==> src/rtl/mcu_alu_pkg.sv <==
package mcu_alu_pkg;

  // Operation codes; bit 2 clear selects the adder, bit 1 selects subtract,
  // bit 0 selects use of the incoming carry.
  typedef enum logic [2:0] {
    OP_ADD = 3'd0,
    OP_ADC = 3'd1,
    OP_SUB = 3'd2,
    OP_SBC = 3'd3,
    OP_AND = 3'd4,
    OP_OR  = 3'd5,
    OP_XOR = 3'd6,
    OP_MOV = 3'd7
  } alu_op_e;

  // Word phase codes from the decoder.
  typedef enum logic [1:0] {
    PH_BYTE = 2'd0,
    PH_WLO  = 2'd1,
    PH_WHI  = 2'd2,
    PH_RSV  = 2'd3
  } word_ph_e;

  localparam int FLAG_W = 6;

  typedef struct packed {
    logic h;
    logic s;
    logic v;
    logic n;
    logic z;
    logic c;
  } alu_flags_t;

endpackage

==> src/rtl/mcu_alu_arith.sv <==
module mcu_alu_arith #(
  parameter int DATA_W = 8
) (
  input  logic [DATA_W-1:0] a_i,
  input  logic [DATA_W-1:0] b_i,
  input  logic              cin_i,
  input  logic              sub_i,
  output logic [DATA_W-1:0] res_o,
  output logic              c_o,
  output logic              h_o,
  output logic              v_o
);

  localparam int MSB = DATA_W - 1;
  localparam int HB  = DATA_W / 2;

  logic [DATA_W:0] ext_a, ext_b, ext_c, full;
  logic [HB:0]     h_a, h_b, h_c, half;

  always_comb begin
    ext_a = {1'b0, a_i};
    ext_b = {1'b0, b_i};
    ext_c = {{DATA_W{1'b0}}, cin_i};
    h_a   = {1'b0, a_i[HB-1:0]};
    h_b   = {1'b0, b_i[HB-1:0]};
    h_c   = {{HB{1'b0}}, cin_i};
    if (sub_i) begin
      full = ext_a - ext_b - ext_c;
      half = h_a - h_b - h_c;
    end else begin
      full = ext_a + ext_b + ext_c;
      half = h_a + h_b + h_c;
    end
    res_o = full[MSB:0];
    c_o   = full[DATA_W];
    h_o   = half[HB];
    if (sub_i) begin
      v_o = (a_i[MSB] ^ b_i[MSB]) & (full[MSB] ^ a_i[MSB]);
    end else begin
      v_o = ~(a_i[MSB] ^ b_i[MSB]) & (full[MSB] ^ a_i[MSB]);
    end
  end

endmodule

==> src/rtl/mcu_alu_logic.sv <==
module mcu_alu_logic #(
  parameter int DATA_W = 8
) (
  input  logic [1:0]        sel_i,
  input  logic [DATA_W-1:0] a_i,
  input  logic [DATA_W-1:0] b_i,
  output logic [DATA_W-1:0] res_o
);

  always_comb begin
    case (sel_i)
      2'b00:   res_o = a_i & b_i;
      2'b01:   res_o = a_i | b_i;
      2'b10:   res_o = a_i ^ b_i;
      default: res_o = b_i;
    endcase
  end

endmodule

==> src/rtl/mcu_alu_flag_hold.sv <==
module mcu_alu_flag_hold (
  input  logic clk,
  input  logic rst_n,
  input  logic cap_en_i,
  input  logic d_i,
  output logic q_o
);

  logic q_nxt;

  always_comb begin
    q_nxt = q_o;
    if (cap_en_i) begin
      q_nxt = d_i;
    end
  end

  always_ff @(posedge clk or negedge rst_n) begin
    if (!rst_n) begin
      q_o <= 1'b0;
    end else begin
      q_o <= q_nxt;
    end
  end

endmodule

==> src/rtl/mcu_alu.sv <==
module mcu_alu
  import mcu_alu_pkg::*;
#(
  parameter int DATA_W = 8
) (
  input  logic              clk,
  input  logic              rst_n,
  input  logic [2:0]        op_i,
  input  logic [1:0]        phase_i,
  input  logic [DATA_W-1:0] a_i,
  input  logic [DATA_W-1:0] b_i,
  input  logic [5:0]        flags_i,
  output logic [DATA_W-1:0] res_o,
  output logic [5:0]        flags_o
);

  localparam int MSB = DATA_W - 1;

  alu_flags_t        fin, fout;
  logic              is_arith, is_sub, word_hi, word_lo, cin, saved_h, res_zero;
  logic [DATA_W-1:0] opnd_b, ar_res, lg_res, res;
  logic              ar_c, ar_h, ar_v;

  assign fin = alu_flags_t'(flags_i);

  // Decode: the high-byte word cycle folds in only the carry/borrow.
  always_comb begin
    is_arith = ~op_i[2];
    is_sub   = op_i[1];
    word_hi  = is_arith && (phase_i == PH_WHI);
    word_lo  = is_arith && (phase_i == PH_WLO);
    opnd_b   = word_hi ? '0 : b_i;
    cin      = (word_hi || op_i[0]) ? fin.c : 1'b0;
  end

  mcu_alu_arith #(.DATA_W(DATA_W)) u_arith (
    .a_i   (a_i),
    .b_i   (opnd_b),
    .cin_i (cin),
    .sub_i (is_sub),
    .res_o (ar_res),
    .c_o   (ar_c),
    .h_o   (ar_h),
    .v_o   (ar_v)
  );

  mcu_alu_logic #(.DATA_W(DATA_W)) u_logic (
    .sel_i (op_i[1:0]),
    .a_i   (a_i),
    .b_i   (b_i),
    .res_o (lg_res)
  );

  // Holds the pre-instruction half-carry across a word operation.
  mcu_alu_flag_hold u_hhold (
    .clk      (clk),
    .rst_n    (rst_n),
    .cap_en_i (word_lo),
    .d_i      (fin.h),
    .q_o      (saved_h)
  );

  always_comb begin
    res      = is_arith ? ar_res : lg_res;
    res_zero = ~|res;
    fout     = fin;
    if (is_arith) begin
      fout.c = ar_c;
      fout.v = ar_v;
      fout.n = res[MSB];
      fout.s = res[MSB] ^ ar_v;
      fout.h = word_hi ? saved_h : ar_h;
      fout.z = word_hi ? (res_zero & fin.z) : res_zero;
    end else if (op_i != OP_MOV) begin
      fout.v = 1'b0;
      fout.n = res[MSB];
      fout.s = res[MSB];
      fout.z = res_zero;
    end
  end

  assign res_o   = res;
  assign flags_o = fout;

  // high-byte cycle right after a low-byte cycle returns the earlier H
  a_r10_h_restore: assert property (@(posedge clk) disable iff (!rst_n)
    ((phase_i == PH_WHI) && !op_i[2] && $past((phase_i == PH_WLO) && !op_i[2]))
      |-> (flags_o[5] == $past(flags_i[5])));

  // word Z can only be set when the low-byte Z was set
  a_r9_z_word: assert property (@(posedge clk) disable iff (!rst_n)
    ((phase_i == PH_WHI) && !op_i[2]) |-> (!flags_o[1] || flags_i[1]));

  // sign relation between output flags and result
  a_r4_sign: assert property (@(posedge clk) disable iff (!rst_n)
    (op_i != OP_MOV) |-> ((flags_o[4] == (flags_o[2] ^ flags_o[3])) && (flags_o[2] == res_o[MSB])));

  // logic operations clear V and keep C and H
  a_r5_logic_keep: assert property (@(posedge clk) disable iff (!rst_n)
    (op_i[2] && (op_i != OP_MOV)) |-> (!flags_o[3] && (flags_o[0] == flags_i[0]) && (flags_o[5] == flags_i[5])));

  // MOV passes b and the flags through
  a_r6_mov_pass: assert property (@(posedge clk) disable iff (!rst_n)
    (op_i == OP_MOV) |-> ((flags_o == flags_i) && (res_o == b_i)));

endmodule

==> config.mk <==
export PLATFORM = sky130hd
export DESIGN_NAME = mcu_alu
export DESIGN_NICKNAME = d
export VERILOG_FILES = /design/src/rtl/mcu_alu_pkg.sv /design/src/rtl/mcu_alu_arith.sv /design/src/rtl/mcu_alu_logic.sv /design/src/rtl/mcu_alu_flag_hold.sv /design/src/rtl/mcu_alu.sv
export SDC_FILE = /design/constraint.sdc
export NUM_CORES = 1
export LEC_CHECK = 0
export BUFFER_PORTS_ARGS = -buffer_cell sky130_fd_sc_hd__buf_4
export CORE_UTILIZATION = 40
export CTS_BUF_LIST = sky130_fd_sc_hd__clkbuf_4 sky130_fd_sc_hd__clkbuf_8 sky130_fd_sc_hd__clkbuf_16
export CTS_CLUSTER_SIZE = 28
export DETAILED_ROUTE_END_ITERATION = 16
export GPL_ROUTABILITY_DRIVEN = 1
export PLACE_DENSITY_LB_ADDON = 0.25
export SLEW_MARGIN = 0
export SYNTH_ARGS = -nofsm -noshare
export SYNTH_HDL_FRONTEND = slang
export SYNTH_SLANG_ARGS = --single-unit
==> constraint.sdc <==
create_clock -name clk -period 12.8 [get_ports clk]
set_input_delay 2.56 -clock clk [delete_from_list [all_inputs] [get_ports clk]]
set_output_delay 2.56 -clock clk [all_outputs]
set_load 0.02 [all_outputs]
# After elaboration in Yosys (flattened, before gate mapping)
# Cells that the tools add are included.
totals:
  output_inout_bits: 14
  regBits: 1
  wordCells: 44
  in_bits: 29
op_classes:
  mux: 13
  bitwise: 11
  reduce_logical: 6
  n_eq_ne: 5
  addsub: 8
ops:
  columns: ["op", "count"]
  rows:
  - ["8-bit one-hot mux with 3 select lines", 1]
  - ["8-bit 2-to-1 mux", 2]
  - ["8-bit by 8-bit adder with 9-bit output", 1]
  - ["9-bit by 1-bit adder with 9-bit output", 1]
  - ["9-bit 2-to-1 mux", 1]
  - ["8-bit by 8-bit subtractor with 9-bit output", 1]
  - ["9-bit by 1-bit subtractor with 9-bit output", 1]
  - ["8-bit AND", 1]
  - ["4-bit 2-to-1 mux", 2]
  - ["8-bit bitwise OR", 1]
  - ["8-bit OR reduction", 1]
  - ["8-bit bitwise XOR", 1]
  - ["1-bit 2-to-1 mux", 6]
  - ["4-bit by 4-bit adder with 5-bit output", 1]
  - ["5-bit by 1-bit adder with 5-bit output", 1]
  - ["5-bit 2-to-1 mux", 1]
  - ["4-bit by 4-bit subtractor with 5-bit output", 1]
  - ["5-bit by 1-bit subtractor with 5-bit output", 1]
  - ["2-bit by 1-bit == test with 1-bit output, second input constant", 2]
  - ["2-bit == test, second input constant", 2]
  - ["1-bit AND", 3]
  - ["3-bit inequality test, second input constant", 1]
  - ["1-bit bitwise XOR", 3]
  - ["1-bit logical AND", 2]
  - ["4 further kinds", 5]

# Depth between registers and ports, before layout
# Gate-level depths: netlist (run 1).
logic_depth:
  depth_word: 12
  ltp_mapped: 15

# Modules after synthesis
# Synthesis (run 1) repeated with hierarchy kept, for this count alone.
unflattened:
  hier_cells: 232
  hier_area_um2: 1868.0
modules_own_cells:
  columns: ["mod", "cells_each", "area_per_inst_um2", "instances", "seq_area_each_um2"]
  rows:
  - ["mcu_alu_arith", 134, 996.0, 1, 0.0]
  - ["mcu_alu_logic", 50, 493.0, 1, 0.0]
  - ["mcu_alu", 46, 339.1, 1, 0.0]
  - ["mcu_alu_flag_hold", 2, 40.0, 1, 25.0]

# Worst setup path after synthesis (run 1)
# No wires, ideal clock.
synth_path:
  path_kind: "input -> output"
  startpoint: "in op_i[2]"
  endpoint: "out flags_o[1]"
  path_stages: 13
  required_ns: 10.240
  setup_slack_ns: 3.668
  path_buffers: 2
  arrival_ns: 6.572
  cell_sequence: "clkbuf_1 > clkbuf_1 > nor3b_1 > o21ai_0 > fa_1 > fa_1 > or3_1 > a31oi_1 > mux2i_1 > a21oi_1 > nand4b_1 > or3_1 > o2bb2ai_1"
synth_between:
  elab_chain_len: 12
  word_cells_on_any_way: 18
synth_rtl:
  columns: ["item", "line_no", "text"]
  rows:
  - ["start, declared", "mcu_alu.sv:8", "input logic [2:0] op_i,"]
  - ["1-bit NOT", "mcu_alu.sv:28", "is_arith = ~op_i[2];"]
  - ["1-bit logical AND", "mcu_alu.sv:30", "word_hi = is_arith && (phase_i == PH_WHI);"]
  - ["8-bit 2-to-1 mux or 1-bit logical OR (tied branches)", "mcu_alu.sv:32, mcu_alu.sv:33", null]
  - ["8-bit by 8-bit adder with 9-bit output (tied with other cells)", "mcu_alu_arith.sv:31", "full = ext_a + ext_b + ext_c;"]
  - ["9-bit by 1-bit adder with 9-bit output or 9-bit by 1-bit subtractor with 9-bit output (tied branches)", "mcu_alu_arith.sv:31, mcu_alu_arith.sv:28", null]
  - ["9-bit 2-to-1 mux", "mcu_alu_arith.sv:27", "if (sub_i) begin"]
  - ["8-bit 2-to-1 mux (*)", "mcu_alu.sv:64", "res = is_arith ? ar_res : lg_res;"]
  - ["net res_o[6]", "mcu_alu.sv:13", "output logic [DATA_W-1:0] res_o,"]
  - ["8-bit OR reduction (*)", "mcu_alu.sv:65", "res_zero = ~|res;"]
  - ["1-bit logical NOT (*)", "mcu_alu.sv:65", null]
  - ["1-bit AND", "mcu_alu.sv:73", "fout.z = word_hi ? (res_zero & fin.z) : res_zero;"]
  - ["1-bit 2-to-1 mux", "mcu_alu.sv:73", null]
  - ["4-bit 2-to-1 mux (*)", "mcu_alu.sv:67", "if (is_arith) begin"]
  - ["end, declared", "mcu_alu.sv:14", "output logic [5:0] flags_o"]
# Mark *: on every way through the listed nets, which the timed path passes. The rest lies on a longest branch.

# Final worst setup path (run 1)
layout_path:
  startpoint: "in op_i[2]"
  endpoint: "out flags_o[1]"
layout_between:
  elab_chain_len: 12
  word_cells_on_any_way: 18
layout_rtl:
  columns: ["item", "line_no"]
  rows:
  - ["1-bit NOT", "mcu_alu.sv:28"]
  - ["1-bit logical AND", "mcu_alu.sv:30"]
  - ["8-bit 2-to-1 mux or 1-bit logical OR (tied branches)", "mcu_alu.sv:32, mcu_alu.sv:33"]
  - ["8-bit by 8-bit adder with 9-bit output (tied with other cells)", "mcu_alu_arith.sv:31"]
  - ["9-bit by 1-bit adder with 9-bit output or 9-bit by 1-bit subtractor with 9-bit output (tied branches)", "mcu_alu_arith.sv:31, mcu_alu_arith.sv:28"]
  - ["9-bit 2-to-1 mux", "mcu_alu_arith.sv:27"]
  - ["8-bit 2-to-1 mux", "mcu_alu.sv:64"]
  - ["8-bit OR reduction", "mcu_alu.sv:65"]
  - ["1-bit logical NOT", "mcu_alu.sv:65"]
  - ["1-bit AND", "mcu_alu.sv:73"]
  - ["1-bit 2-to-1 mux", "mcu_alu.sv:73"]
  - ["4-bit 2-to-1 mux (*)", "mcu_alu.sv:67"]
# Mark *: on every way between the ends. The rest lies on a longest branch, timed or not.

==> metrics.md, run 1 <==
| Metric | Value |
|---|---|
| Hold Path End | u_hhold.q_o |
| Worst R2R Setup Slack | 12.07 ns |
| Core Rows | 24 |
| Aggregate global-route resource usage | 0.195 |
| PD cells | 55.0 nW/um^2 |
| Die height | 69.9 um |
| Die X-Extent | 69.9 um |
| Setup WS pre-CTS | 4.02 ns |
| Leakage | 0.00108 uW |
| Final setup viols | 0 |
| Setup ws final | 4.00 ns |
| Drt pass-1 iters | 4 |
| Vias in the first global route | 1758 |
| Post-route minimum period | 8.80 ns |
| Hold path start | u_hhold.q_o |
| Synthesized area per cell | 7.42 sq um |
| VDD IR max | 0.0262 mV |
| Crit end category | primary output |
| Post-layout util | 0.499 |
| Max reg flops | 1 |
| Commonest cells in the netlist | inv_1 (42), ha_1 (37), nor2_1 (21) |
| R2R depth | 1 |
| Cts-stage hold buffer count | 0 |
| Area Growth Syn to Fin | 18.4% |
| DRC viols | 0 |
| PostCTS Resize Cnt | 0 |
| Synthesized instance count | 249 |
| Worst slew pin tran | 0.634 ns |
| Crit start category | input pin |
| Cell with the most instances after synthesis | inv_1 |
| CP Max Fanout | 36 |
| Total chip power | 120 uW |
| Worst path arrival time | 6.24 ns |
| Clk_skew | 0 ns |
| Top flop regs | u_hhold.q_o: 1 flops |
| Post-route ant nets | 0 |
| Syn Std Cell Area | 1850 sq um |
| Total number of vias | 1850 |
| Pin count of the biggest net entering global routing | 40 |
| Post-synth EDFFs | 0 |
| Drt via density | 5.56 |
| Post-synthesis async set-or-reset flop share | 1.00 |
| Final Cycle Share | 0.687 |
| HPWL after detailed placement | 3820 um |
| Sequential fraction of the synthesis area | 0.0136 |
| Setup Buffers After CTS | 0 |
| Initial antenna violation count | 0 |
| Min-Delay Path Depth | 1 |
| Top_reg_cell synth | dfrtp_1 |
| Antenna cells | 0 |
| Number of port buffers | 42 |
| Max Cap Viol | 0 |
| Fin. Hold Viols | 0 |
| Synthesis-stage register bit count | 1 |
| GP Congestion | 0.815 |
| Status | finished, final reports clean |
| Initial DRC Count | 81 |
| First-pass GRT wire length | 8060 um |
| Cell type with the largest total area after synthesis | ha_1 |
| WS Path Type | in -> out |
| Hold Crit Class | reg -> reg |
| Core ar. | 4380 sq um |
| Fin Setup TNS | 0 ns |
| Worst R2R End | u_hhold.q_o |
| Drt wl/cell | 14.2 um |
| Starting density of the core | 0.421 |
| RSZ-0062 raised after global routing | false |
| Nets | 353 |
| FF-to-FF Start | u_hhold.q_o |
| CP required | 10.24 ns |
| Post-synthesis net count | 319 |
| Top cell type's share of synthesized area | 0.251 |
| Max-Slew Margin vs Limit | 0.577 |
| Aggregate global routing overflow | 0 |
| Synth unique cells | 52 |
| Clock transition at path regs | 0 ns |
| Biggest register | u_hhold.q_o |
| Final slew viol count | 0 |
| YS warnings | 0 |
| Synth area leaders | ha_1 (25%), inv_1 (8.5%), mux4_2 (6.1%) |
| Fmax | 114 MHz |
| Worst skew pair latency | 0 ns |
| Share of cells above drive strength 1 | 0.189 |
| Die area | 4890 sq um |
| Post-Route WL | 4720 um |
| Ports | 43 |
==> where the power goes <==
group / leakage (uW) / total (uW) / internal, uW / switching (uW)
sequential: 0.0000118 / 4.07 / 3.82 / 0.249
combinational: 0.00106 / 116 / 51.4 / 64.8
clock: 0 / 0 / 0 / 0
==> worst max-delay path, cell delays in order <==
cell	delay [ns]
buf_4	0.22
nor3b_1	0.26
buf_4	0.22
o21ai_0	0.15
fa_1	0.44
fa_1	0.44
or3_1	0.42
a31oi_1	0.30
mux2i_1	0.22
a21oi_1	0.07
nand4b_1	0.23
or3_1	0.37
o2bb2ai_1	0.16
buf_4	0.17
==> worst max-delay path by stage <==
| stage | cells past startpoint | slack (ns) | start | endpoint |
|---|---|---|---|---|
| 3_3_place_gp | 14 | 4.11 | op_i[2] | flags_o[1] |
| 5_1_grt | 14 | 3.76 | op_i[2] | flags_o[1] |
| 4_1_cts | 14 | 4.00 | op_i[2] | flags_o[1] |
| 2_1_floorplan | 13 | 3.67 | op_i[2] | flags_o[1] |
| 6_report | 14 | 4.00 | op_i[2] | flags_o[1] |
| 3_5_place_dp | 14 | 4.02 | op_i[2] | flags_o[1] |
==> area by class of cell <==
type,instances,area (sq um)
fill,458,2200
multi-input combinational,195,1620
timing repair buffer,43,323
inverter,42,158
tap,52,65.1
sequential,1,25.0
==> metrics by stage <==
step	cell area [sq um]	cells	hold slack [ns]
floorplan	1850	249	0.481
global placement	2190	333	0.497
detailed placement	2190	333	0.507
CTS	2190	333	0.504
global route	2190	333	0.517
finish	2190	333	0.497
==> kinds of logic after synthesis <==
family                     Yosys count  share of synthesized area
and+or+nand+nor                     74                      0.199
AOI/OAI and AO/OA                   53                      0.199
buffers and inverters               53                      0.112
adders and majority gates           41                      0.294
muxes                               14                      0.121
xor gates and xnor gates            13                     0.0617
DFF                                  1                     0.0135
==> placed cells by master (no fill, tap or decap), types with 3 or more instances in the layout <==
cell type  Yosys  final
o21ai_0        9      9
buf_4          1     43
nand2b_1       5      5
mux2i_1        5      5
nor4_1         5      5
o211ai_1       3      3
nor3_1         8      8
mux4_2         5      5
inv_1         42     42
nor2b_1        3      3
nor2_1        21     21
o2bb2ai_1      3      3
nand2_1       18     18
fa_1           4      4
ha_1          37     37
or3_1          3      3
o21ai_1        3      3
a21oi_1       13     13
xor2_1         6      6
xnor2_1        7      7
==> per-layer routing <==
| layer | wire, um | vias to the layer above | GRT usage |
|---|---|---|---|
| li1 | - | 943 | - |
| met1 | 2270 | 862 | 0.282 |
| met2 | 2230 | 45 | 0.343 |
| met3 | 224 | 0 | 0.00722 |
| met4 | 0 | 0 | 0 |
| met5 | 0 | - | 0 |
No activity file was read; power rests on OpenSTA's default activity.
==> run 2: changes to the inputs <==
clock period = 8.2 ns   (was 12.8 ns; I/O delays follow)
==> run 2 against run 1 <==
  * Routed wire length rose by 2.7%
  * Via count rose by 2.6%
  * Sequential power rose by 57%
  * Hold slack improved by 0.0039 ns
  * Critical endpoint unchanged
  * Final cell count did not move
  * Largest power group unchanged
==> metrics.md, run 2 (same netlist as run 1, synthesis figures left out) <==
| Metric | Value |
|---|---|
| Cts-stage hold buffer count | 0 (unchanged) |
| Setup Buffers After CTS | 0 (unchanged) |
| Clock power share | 0 (about the same) |
| # fillers | 457 (was 458) |
| Drt wl/cell | 14.6 um (was 14.2 um) |
| Final Cycle Share | 0.840 |
| Number of port buffers | 42 (unchanged) |
| Commonest cells after routing, fill and taps aside | buf_4 (43), inv_1 (42), ha_1 (37) (unchanged) |
| DRC viols | 0 (unchanged) |
| CP Max Fanout | 36 (unchanged) |
| Die height | 69.9 um (unchanged) |
| Post-route minimum period | 6.88 ns |
| Drt pass-1 iters | 4 (unchanged) |
| RSZ-0062 raised after global routing | false (unchanged) |
| Die area | 4890 sq um (unchanged) |
| Fin Setup TNS | 0 ns (unchanged) |
| Top flop regs | u_hhold.q_o: 1 flops (unchanged) |
| Storage cell area | 25.0 sq um (unchanged) |
| Post-layout util | 0.499 (unchanged) |
| Post-route ant nets | 0 (unchanged) |
| Total number of vias | 1899 (was 1850) |
| Final slew viol count | 0 (unchanged) |
| PD cells | 86.6 nW/um^2 (was 55.0 nW/um^2) |
| Footprint of the multi-input gates | 1620 sq um (unchanged) |
| Crit start category | input pin (unchanged) |
| Area Growth Syn to Fin | 18.4% (unchanged) |
| VDD IR max | 0.0581 mV (was 0.0262 mV) |
| Crit end category | primary output (unchanged) |
| PostCTS Resize Cnt | 0 (unchanged) |
| Biggest register | u_hhold.q_o (unchanged) |
| Aggregate global-route resource usage | 0.203 (was 0.195) |
| Int Power | 86.2 uW (was 55.2 uW) |
| Hold Crit Class | reg -> reg (unchanged) |
| Post-Route WL | 4850 um (was 4720 um) |
| Drt via density | 5.70 (was 5.56) |
| Fmax | 145 MHz |
| Setup WS pre-CTS | 1.34 ns (was 4.02 ns) |
| Max Cap Viol | 0 (unchanged) |
| Clock transition at path regs | 0 ns (about the same) |
| Combinational share of power | 0.966 (about the same) |
| Max-Slew Margin vs Limit | 0.573 (was 0.577) |
| Clk_skew | 0 ns (unchanged) |
| Switch share | 0.545 (was 0.541) |
| First-pass GRT wire length | 8330 um (was 8060 um) |
| Fin. Hold Viols | 0 (unchanged) |
| Core ar. | 4380 sq um (unchanged) |
| WS Path Type | in -> out (unchanged) |
| Total chip power | 189 uW (was 120 uW) |
| Antenna cells | 0 (unchanged) |
| Share of cells above drive strength 1 | 0.189 (unchanged) |
| Worst slew pin tran | 0.638 ns (was 0.634 ns) |
| Die X-Extent | 69.9 um (unchanged) |
| Initial DRC Count | 93 (was 81) |
| GP Congestion | 0.836 (was 0.815) |
| Ports | 43 (unchanged) |
| Initial antenna violation count | 0 (unchanged) |
| Vias in the first global route | 1815 (was 1758) |
| Final setup viols | 0 (unchanged) |
| Sw Pwr | 103 uW (was 65.1 uW) |
| Reg power frac | 0.034 (about the same) |
| Core Rows | 24 (unchanged) |
| Status | finished, final reports clean (unchanged) |
| Setup ws final | 1.32 ns (was 4.00 ns) |
| Worst path arrival time | 5.24 ns (was 6.24 ns) |
| Hold Slack | 0.501 ns (was 0.497 ns) |
| Max reg flops | 1 (unchanged) |
| Pin count of the biggest net entering global routing | 40 (unchanged) |
| HPWL after detailed placement | 3840 um (was 3820 um) |
| Aggregate global routing overflow | 0 (unchanged) |
| Worst skew pair latency | 0 ns (about the same) |
| Starting density of the core | 0.421 (unchanged) |
| CP required | 6.56 ns (was 10.24 ns) |
| Leakage | 0.00108 uW (unchanged) |
| Nets | 353 (unchanged) |
| Commonest non-fill, non-tap cell in the layout | buf_4 (unchanged) |
-- run 2: final cells by class --
type                            instances  area share
Timing Repair Buffer                   43       0.148
Inverter                               42      0.0721
Tap cell                               52      0.0298
Sequential cell                         1      0.0114
Multi-Input combinational cell        195       0.739
-- run 2: path summary, 6_finish.rpt --
check,slack (ns),end,from,cells after the start
setup reg to reg,7.46,u_hhold.q_o,u_hhold.q_o,1
hold reg to reg,0.50,u_hhold.q_o,u_hhold.q_o,1
max in group asynchronous,6.70,u_hhold.q_o,rst_n,1
hold / removal,0.50,u_hhold.q_o,u_hhold.q_o,1
setup / recovery,1.32,flags_o[1],op_i[2],14
min in group asynchronous,1.42,u_hhold.q_o,rst_n,1
-- run 2: power by group through the flow --
| stage | registers [uW] | logic, uW | clock network, uW |
|---|---|---|---|
| detailed placement | 6.41 | 182 | 0 |
| CTS | 6.40 | 183 | 0 |
| floorplan | 6.28 | 125 | 0 |
| global route | 6.45 | 203 | 0 |
| finish | 6.40 | 183 | 0 |
| global placement | 6.35 | 180 | 0 |
-- run 2: per-stage QoR --
step	instance area (sq um)	std cells
6_report	2190	333
5_1_grt	2190	333
4_1_cts	2190	333
3_5_place_dp	2190	333
3_3_place_gp	2190	333
2_1_floorplan	1850	249
-- run 2: critical path, cell delays in order --
cell	delay, ns
buf_4	0.22
nor3b_1	0.23
buf_4	0.21
o21ai_0	0.15
fa_1	0.43
fa_1	0.45
or3_1	0.42
a31oi_1	0.30
mux2i_1	0.23
a21oi_1	0.08
nand4b_1	0.20
or3_1	0.36
o2bb2ai_1	0.16
buf_4	0.17
-- run 2: metal layers --
layer	vias to the layer above	part of all wire	global-route usage
met1	886	0.47	0.294
met5	-	0	0
li1	947	-	-
met2	62	0.46	0.339
met4	0	0.0097	0.0244
met3	4	0.059	0.0130
